**src/rtl/wdt_pkg.sv**
```systemverilog
package wdt_pkg;
  // Field widths fixed by the register layout
  localparam int CNT_W  = 15;
  localparam int NUM_CH = 2;
  localparam logic [CNT_W-1:0] THR_RST = '1;

  typedef struct packed {
    logic             act;
    logic [CNT_W-1:0] thr;
    logic             rsvd;
    logic [CNT_W-1:0] cnt;
  } wdt_word_t;
endpackage

```
**src/rtl/wdt_rst_sync.sv**
```systemverilog
module wdt_rst_sync (
  input  logic clk,
  input  logic rst_n,
  output logic rst_n_o
);
  logic [1:0] sync_q;

  always_ff @(posedge clk or negedge rst_n) begin
    if (!rst_n) sync_q <= 2'b00;
    else        sync_q <= {sync_q[0], 1'b1};
  end

  assign rst_n_o = sync_q[1];
endmodule

```
**src/rtl/wdt_prescale.sv**
```systemverilog
module wdt_prescale #(
  parameter int unsigned TICK_DIV = 500000
) (
  input  logic clk,
  input  logic rst_n,
  input  logic restart_i,
  output logic tick_o
);
  localparam int unsigned PW = (TICK_DIV > 2) ? $clog2(TICK_DIV) : 1;
  localparam logic [PW-1:0] LAST = PW'(TICK_DIV - 1);

  logic [PW-1:0] pre_q, pre_d;

  assign tick_o = (pre_q == LAST);

  always_comb begin
    if (restart_i || tick_o) pre_d = '0;
    else                     pre_d = pre_q + 1'b1;
  end

  always_ff @(posedge clk or negedge rst_n) begin
    if (!rst_n) pre_q <= '0;
    else        pre_q <= pre_d;
  end

  p_div_bound_r3: assert property (@(posedge clk) disable iff (!rst_n)
    pre_q <= LAST);
endmodule

```
**src/rtl/wdt_chan.sv**
```systemverilog
module wdt_chan
  import wdt_pkg::*;
#(
  parameter int unsigned TICK_DIV = 500000
) (
  input  logic      clk,
  input  logic      rst_n,
  input  logic      wr_i,
  input  logic [15:0] cfg_i,
  output wdt_word_t word_o,
  output logic      expired_o,
  output logic      action_o
);
  logic             tick;
  logic             act_q, act_d;
  logic [CNT_W-1:0] thr_q, thr_d;
  logic [CNT_W-1:0] cnt_q, cnt_d;
  logic             upd_en;

  wdt_prescale #(.TICK_DIV(TICK_DIV)) u_pre (
    .clk       (clk),
    .rst_n     (rst_n),
    .restart_i (wr_i),
    .tick_o    (tick)
  );

  assign expired_o = (cnt_q == thr_q);
  assign action_o  = act_q & expired_o;
  assign upd_en    = wr_i | (tick & ~expired_o);

  always_comb begin
    act_d = act_q;
    thr_d = thr_q;
    cnt_d = cnt_q;
    if (wr_i) begin
      act_d = cfg_i[15];
      thr_d = cfg_i[CNT_W-1:0];
      cnt_d = '0;
    end else if (tick && !expired_o) begin
      cnt_d = cnt_q + 1'b1;
    end
  end

  always_ff @(posedge clk or negedge rst_n) begin
    if (!rst_n) begin
      act_q <= 1'b0;
      thr_q <= THR_RST;
      cnt_q <= '0;
    end else if (upd_en) begin
      act_q <= act_d;
      thr_q <= thr_d;
      cnt_q <= cnt_d;
    end
  end

  always_comb begin
    word_o.act  = act_q;
    word_o.thr  = thr_q;
    word_o.rsvd = 1'b0;
    word_o.cnt  = cnt_q;
  end

  p_clear_r4: assert property (@(posedge clk) disable iff (!rst_n)
    wr_i |=> (cnt_q == '0));
  p_step_r3: assert property (@(posedge clk) disable iff (!rst_n)
    !wr_i |=> (cnt_q == $past(cnt_q)) || (cnt_q == $past(cnt_q) + 1'b1));
  p_hold_r5: assert property (@(posedge clk) disable iff (!rst_n)
    (expired_o && !wr_i) |=> expired_o);
  p_sat_r6: assert property (@(posedge clk) disable iff (!rst_n)
    (expired_o && !wr_i) |=> $stable(cnt_q));
endmodule

```
**src/rtl/tick_wdog.sv**
```systemverilog
module tick_wdog
  import wdt_pkg::*;
#(
  parameter int unsigned TICK_DIV = 500000
) (
  input  logic        clk,
  input  logic        rst_n,
  input  logic        reg_sel,
  input  logic        reg_we,
  input  logic [31:0] reg_wdata,
  output logic [31:0] reg_rdata,
  output logic        expired0,
  output logic        rst_req,
  output logic        expired1,
  output logic        degrade
);
  logic                  rst_sync_n;
  wdt_word_t             words   [NUM_CH];
  logic [NUM_CH-1:0]     expired;
  logic [NUM_CH-1:0]     action;
  logic                  unused_lowbits;

  assign unused_lowbits = ^reg_wdata[15:0];

  wdt_rst_sync u_rst (
    .clk     (clk),
    .rst_n   (rst_n),
    .rst_n_o (rst_sync_n)
  );

  for (genvar g = 0; g < NUM_CH; g++) begin : g_ch
    wdt_chan #(.TICK_DIV(TICK_DIV)) u_chan (
      .clk       (clk),
      .rst_n     (rst_sync_n),
      .wr_i      (reg_we && (reg_sel == 1'(g))),
      .cfg_i     (reg_wdata[31:16]),
      .word_o    (words[g]),
      .expired_o (expired[g]),
      .action_o  (action[g])
    );
  end

  assign reg_rdata = words[reg_sel];
  assign expired0  = expired[0];
  assign rst_req   = action[0];
  assign expired1  = expired[1];
  assign degrade   = action[1];

  p_rstreq_r7: assert property (@(posedge clk) disable iff (!rst_sync_n)
    rst_req |-> expired0);
  p_degrade_r8: assert property (@(posedge clk) disable iff (!rst_sync_n)
    degrade |-> expired1);
  p_isolate_r9: assert property (@(posedge clk) disable iff (!rst_sync_n)
    (reg_we && reg_sel) |=> $stable(rst_req));
endmodule

```
**config.mk**
```make
export PLATFORM = sky130hd
export DESIGN_NAME = tick_wdog
export DESIGN_NICKNAME = d
export VERILOG_FILES = /design/src/rtl/wdt_pkg.sv /design/src/rtl/wdt_rst_sync.sv /design/src/rtl/wdt_prescale.sv /design/src/rtl/wdt_chan.sv /design/src/rtl/tick_wdog.sv
export SDC_FILE = /design/constraint.sdc
export NUM_CORES = 1
export LEC_CHECK = 0
export ABC_CLOCK_PERIOD_IN_PS = 4300
export CORE_UTILIZATION = 30
export DETAILED_ROUTE_END_ITERATION = 16
export GPL_TIMING_DRIVEN = 0
export PLACE_DENSITY = 0.56
export REMOVE_ABC_BUFFERS = 1
export SYNTH_ARGS = -nofsm -noshare
export SYNTH_HDL_FRONTEND = slang
export SYNTH_SLANG_ARGS = --single-unit
```
**constraint.sdc**
```tcl
create_clock -name clk -period 4.3 [get_ports clk]
set_input_delay 0.645 -clock clk [delete_from_list [all_inputs] [get_ports clk]]
set_output_delay 0.645 -clock clk [all_outputs]
set_load 0.01 [all_outputs]
```
==> results by group <==
Run status
  – Status: finished clean

Placement
  – Pre-CTS setup slack: 575 ps
  – PortBufs: 54
  – Placed cell count: 839
  – Hpwl dp: 9340 µm
  – Global placement routability congestion: 0.782

Clock network
  – CTS tree: done
  – TritonCTS Buffers: 9
  – Root buf cell: clkbuf_16
  – CTS resizes: 0
  – H-tree Lvls: 3
  – Clock sink count: 102
  – # hold bufs at CTS: 0
  – Clock latency on the worst-skew pair: 350 ps
  – CTS max path bufs: 2
  – Postcts setup bufs: 0
  – CTS clock-pin slew for the worst setup and hold paths: 70 ps

Global route
  – Initial antenna violation count: 0
  – Vias in the first global route: 4119
  – Overall Global Routing Usage: 15.2%
  – Pin count of the biggest net entering global routing: 55
  – GRT overflow: 0
  – First-pass GRT wire length: 21700 µm

Power
  – Pwr/cell area: 342 nW/µm²
  – Max VDD drop: 0.217 mV
  – Leak pwr: 2.80 nW

Setup path
  – Crit Path Max Fanout: 13
  – Data required, critical path: 3650 ps
  – Flop2flop setup slack: 1570 ps
  – Worst path slowest cell: nor2_1
  – Worst path max stage delay: 850 ps
  – CP Cell Sequence: xor2_1, nor4_1, nand4_1, nor2_1, and2_1, clkdlybuf4s50_1
  – Buf/Inv on CP: 1
  – Arrival time worst endpoint: 3420 ps
  – CP Capture Type: output pin
  – Critical path type: reg2out
  – Critical Path Source Type: register
  – Family with the most delay on the worst path: simple AND/OR/NAND/NOR gates

Logic synthesis
  – Netlist cell types: 52
  – Synth Flop Type: dfrtp_1
  – Syn_area_per_cell: 9.44 µm²
  – Yosys Warn Count: 0
  – Register area share after synthesis: 47.2%
  – EDFF count, synth: 0
  – Ys async rst share: 100%
  – Synth Register Bits: 102
  – Post-Syn Instances: 581
  – Syn Std Cell Area: 5480 µm²

Detailed routing
  – Routed WL per cell: 15.6 µm
  – Drt pass-1 iters: 4
  – Total wire length: 13300 µm
  – Vias: 4109
  – DRT iter0 DRCs: 200
  – Vias per cell: 4.81
  – Antenna Violating Nets Remaining: 0
  – Drt drc: 0

Cells and area
  – Area Overhead vs Synth: 19.3%
  – Ant. Diodes: 0
  – Nets: 661
  – # fillers: 1810
  – Non-Filler Instances: 855
  – Share of layout cells above drive strength 1: 14.1%
  – Final core utilization: 36.4%

Die
  – Die height: 137 µm
  – Core ar.: 18000 µm²
  – Die ar.: 18800 µm²
  – Die width: 137 µm
  – Std cell rows: 49
  – Io pins: 72
  – Initial Util: 30.5%

Hold path
  – Worst Hold Class: reg2reg

STA
  – Peak Freq: 0.246 GHz
  – Slew Limit Fails: 0
  – Fin crit period: 4060 ps
  – Crit share post-route: 94.5%
  – Worst-margin pin slew: 1170 ps
  – Relative max-transition margin: 21.7%
  – Min setup slack post-route: 236 ps
  – Post-Route Skew: 9.00 ps
  – Final Setup Violations: 0
  – Final hold viol count: 0
  – Unrepaired setup endpoints after global routing: false
  – Worst hold slack: 349 ps

Job
  – Max-cap violation count: 0
## flip-flops by register name, summed over array words and instances, names as in the netlist
register / flops
g_ch.u_chan.act_q: 2
g_ch.u_chan.cnt_q: 30
g_ch.u_chan.u_pre.pre_q: 38
u_rst.sync_q: 2
g_ch.u_chan.thr_q: 30
## where the power goes
part	internal (mW)	leakage (nW)	switching, mW
clock	0.448	0.144	0.382
sequential	1.05	1.30	0.0737
combinational	0.144	1.35	0.141
total	1.64	2.80	0.596
## cells in the mapped netlist, types with 2 or more instances
cell type  count  area share, %
conb_1         2           0.14
and4_1         2           0.32
a211oi_1       2           0.27
o2111ai_1      3           0.48
nor2_1        53            3.6
nor3_1         6           0.55
xnor2_1       30            4.8
nor4_1         7           0.80
nor4_4         2           0.78
mux2i_1        3           0.55
nand2_1      131            9.0
a21oi_1       11            1.0
or3b_1         2           0.32
and3_1        12            1.4
a21o_1         2           0.27
a2111oi_1      3           0.55
dfrtp_1       72             33
o21a_1         2           0.27
buf_2          9           0.82
ha_1           4           0.91
clkbuf_1      14           0.96
xor2_1        45            7.2
o211ai_1       5           0.68
inv_1          6           0.41
nand4_1       13            1.5
o21ai_0       14            1.3
nand2b_1       4           0.46
nand3_1       26            2.4
or4_1          2           0.27
or3_1          6           0.68
mux2_2        27            5.5
dfstp_2       30             14
or2_2          3           0.34
and2_1        10            1.1
## area by class of cell
cell class              instances  area [µm²]  area share (%)
flip-flops and latches        102        2590            39.6
clock buffers                  11         264            4.03
multi-input cells             446        2750            42.0
well taps                     229         287            4.38
clock inverters                 5        38.8           0.593
repair buffers                 56         591            9.02
inverters                       6        22.5           0.344
## per-stage QoR
stage          total power [mW]  cell area [µm²]  TNS (ps)
5_1_grt                    2.35             6550         0
3_5_place_dp               1.43             6240         0
4_1_cts                    2.27             6550         0
3_3_place_gp               1.42             6190    -12840
2_1_floorplan              1.29             5360         0
6_report                   2.24             6550         0
## kinds of logic after synthesis
family,Yosys count,synth area share (%)
fa+ha+maj,4,0.913
mux,30,6.09
other cells,2,0.137
compound gates,48,6.14
xor+xnor,75,12.0
flops,102,47.2
buf+inv,33,2.69
simple gates,287,24.8
## routing by layer
layer / share of wire, % / track usage [%] / vias to the layer above
met5: 0 / 0 / -
met4: 0.54 / 3.11 / 0
met3: 4.2 / 3.86 / 4
met2: 47 / 24.9 / 63
met1: 48 / 20.2 / 2010
li1: - / - / 2032
## placed cells by master (no fill, tap or decap), drive strengths merged, types with 2 or more instances in the layout
cell type	instances
and4	2
conb	2
o211ai	5
o21a	2
clkinvlp	2
or3b	2
nor4	10
o21ai	14
and3	12
nand2	131
clkdlybuf4s50	53
o2111ai	3
a211oi	3
inv	8
dfstp	30
nand3	26
nand2b	4
nor2	54
and2	11
or4	2
dfrtp	72
nor3	6
or3	6
nand4	14
ha	4
a21o	2
or2	3
xor2	45
mux2	27
xnor2	30
a2111oi	4
buf	3
a21oi	11
mux2i	3
clkbuf	11
## final timing paths
path	end	cells past startpoint	start
max in group asynchronous	g_ch[0].u_chan.thr_q[14]$_DFFE_PN1P_	1	u_rst.sync_q[1]$_DFF_PN0_
worst max-delay path	degrade	6	g_ch[1].u_chan.cnt_q[11]$_DFFE_PN0P_
worst max register to register	g_ch[1].u_chan.cnt_q[10]$_DFFE_PN0P_	6	g_ch[1].u_chan.cnt_q[11]$_DFFE_PN0P_
min in group asynchronous	g_ch[0].u_chan.cnt_q[2]$_DFFE_PN0P_	0	u_rst.sync_q[1]$_DFF_PN0_
worst min register to register	u_rst.sync_q[1]$_DFF_PN0_	0	u_rst.sync_q[0]$_DFF_PN0_
worst min-delay path	u_rst.sync_q[1]$_DFF_PN0_	0	u_rst.sync_q[0]$_DFF_PN0_
(Power assumes the default switching activity.)
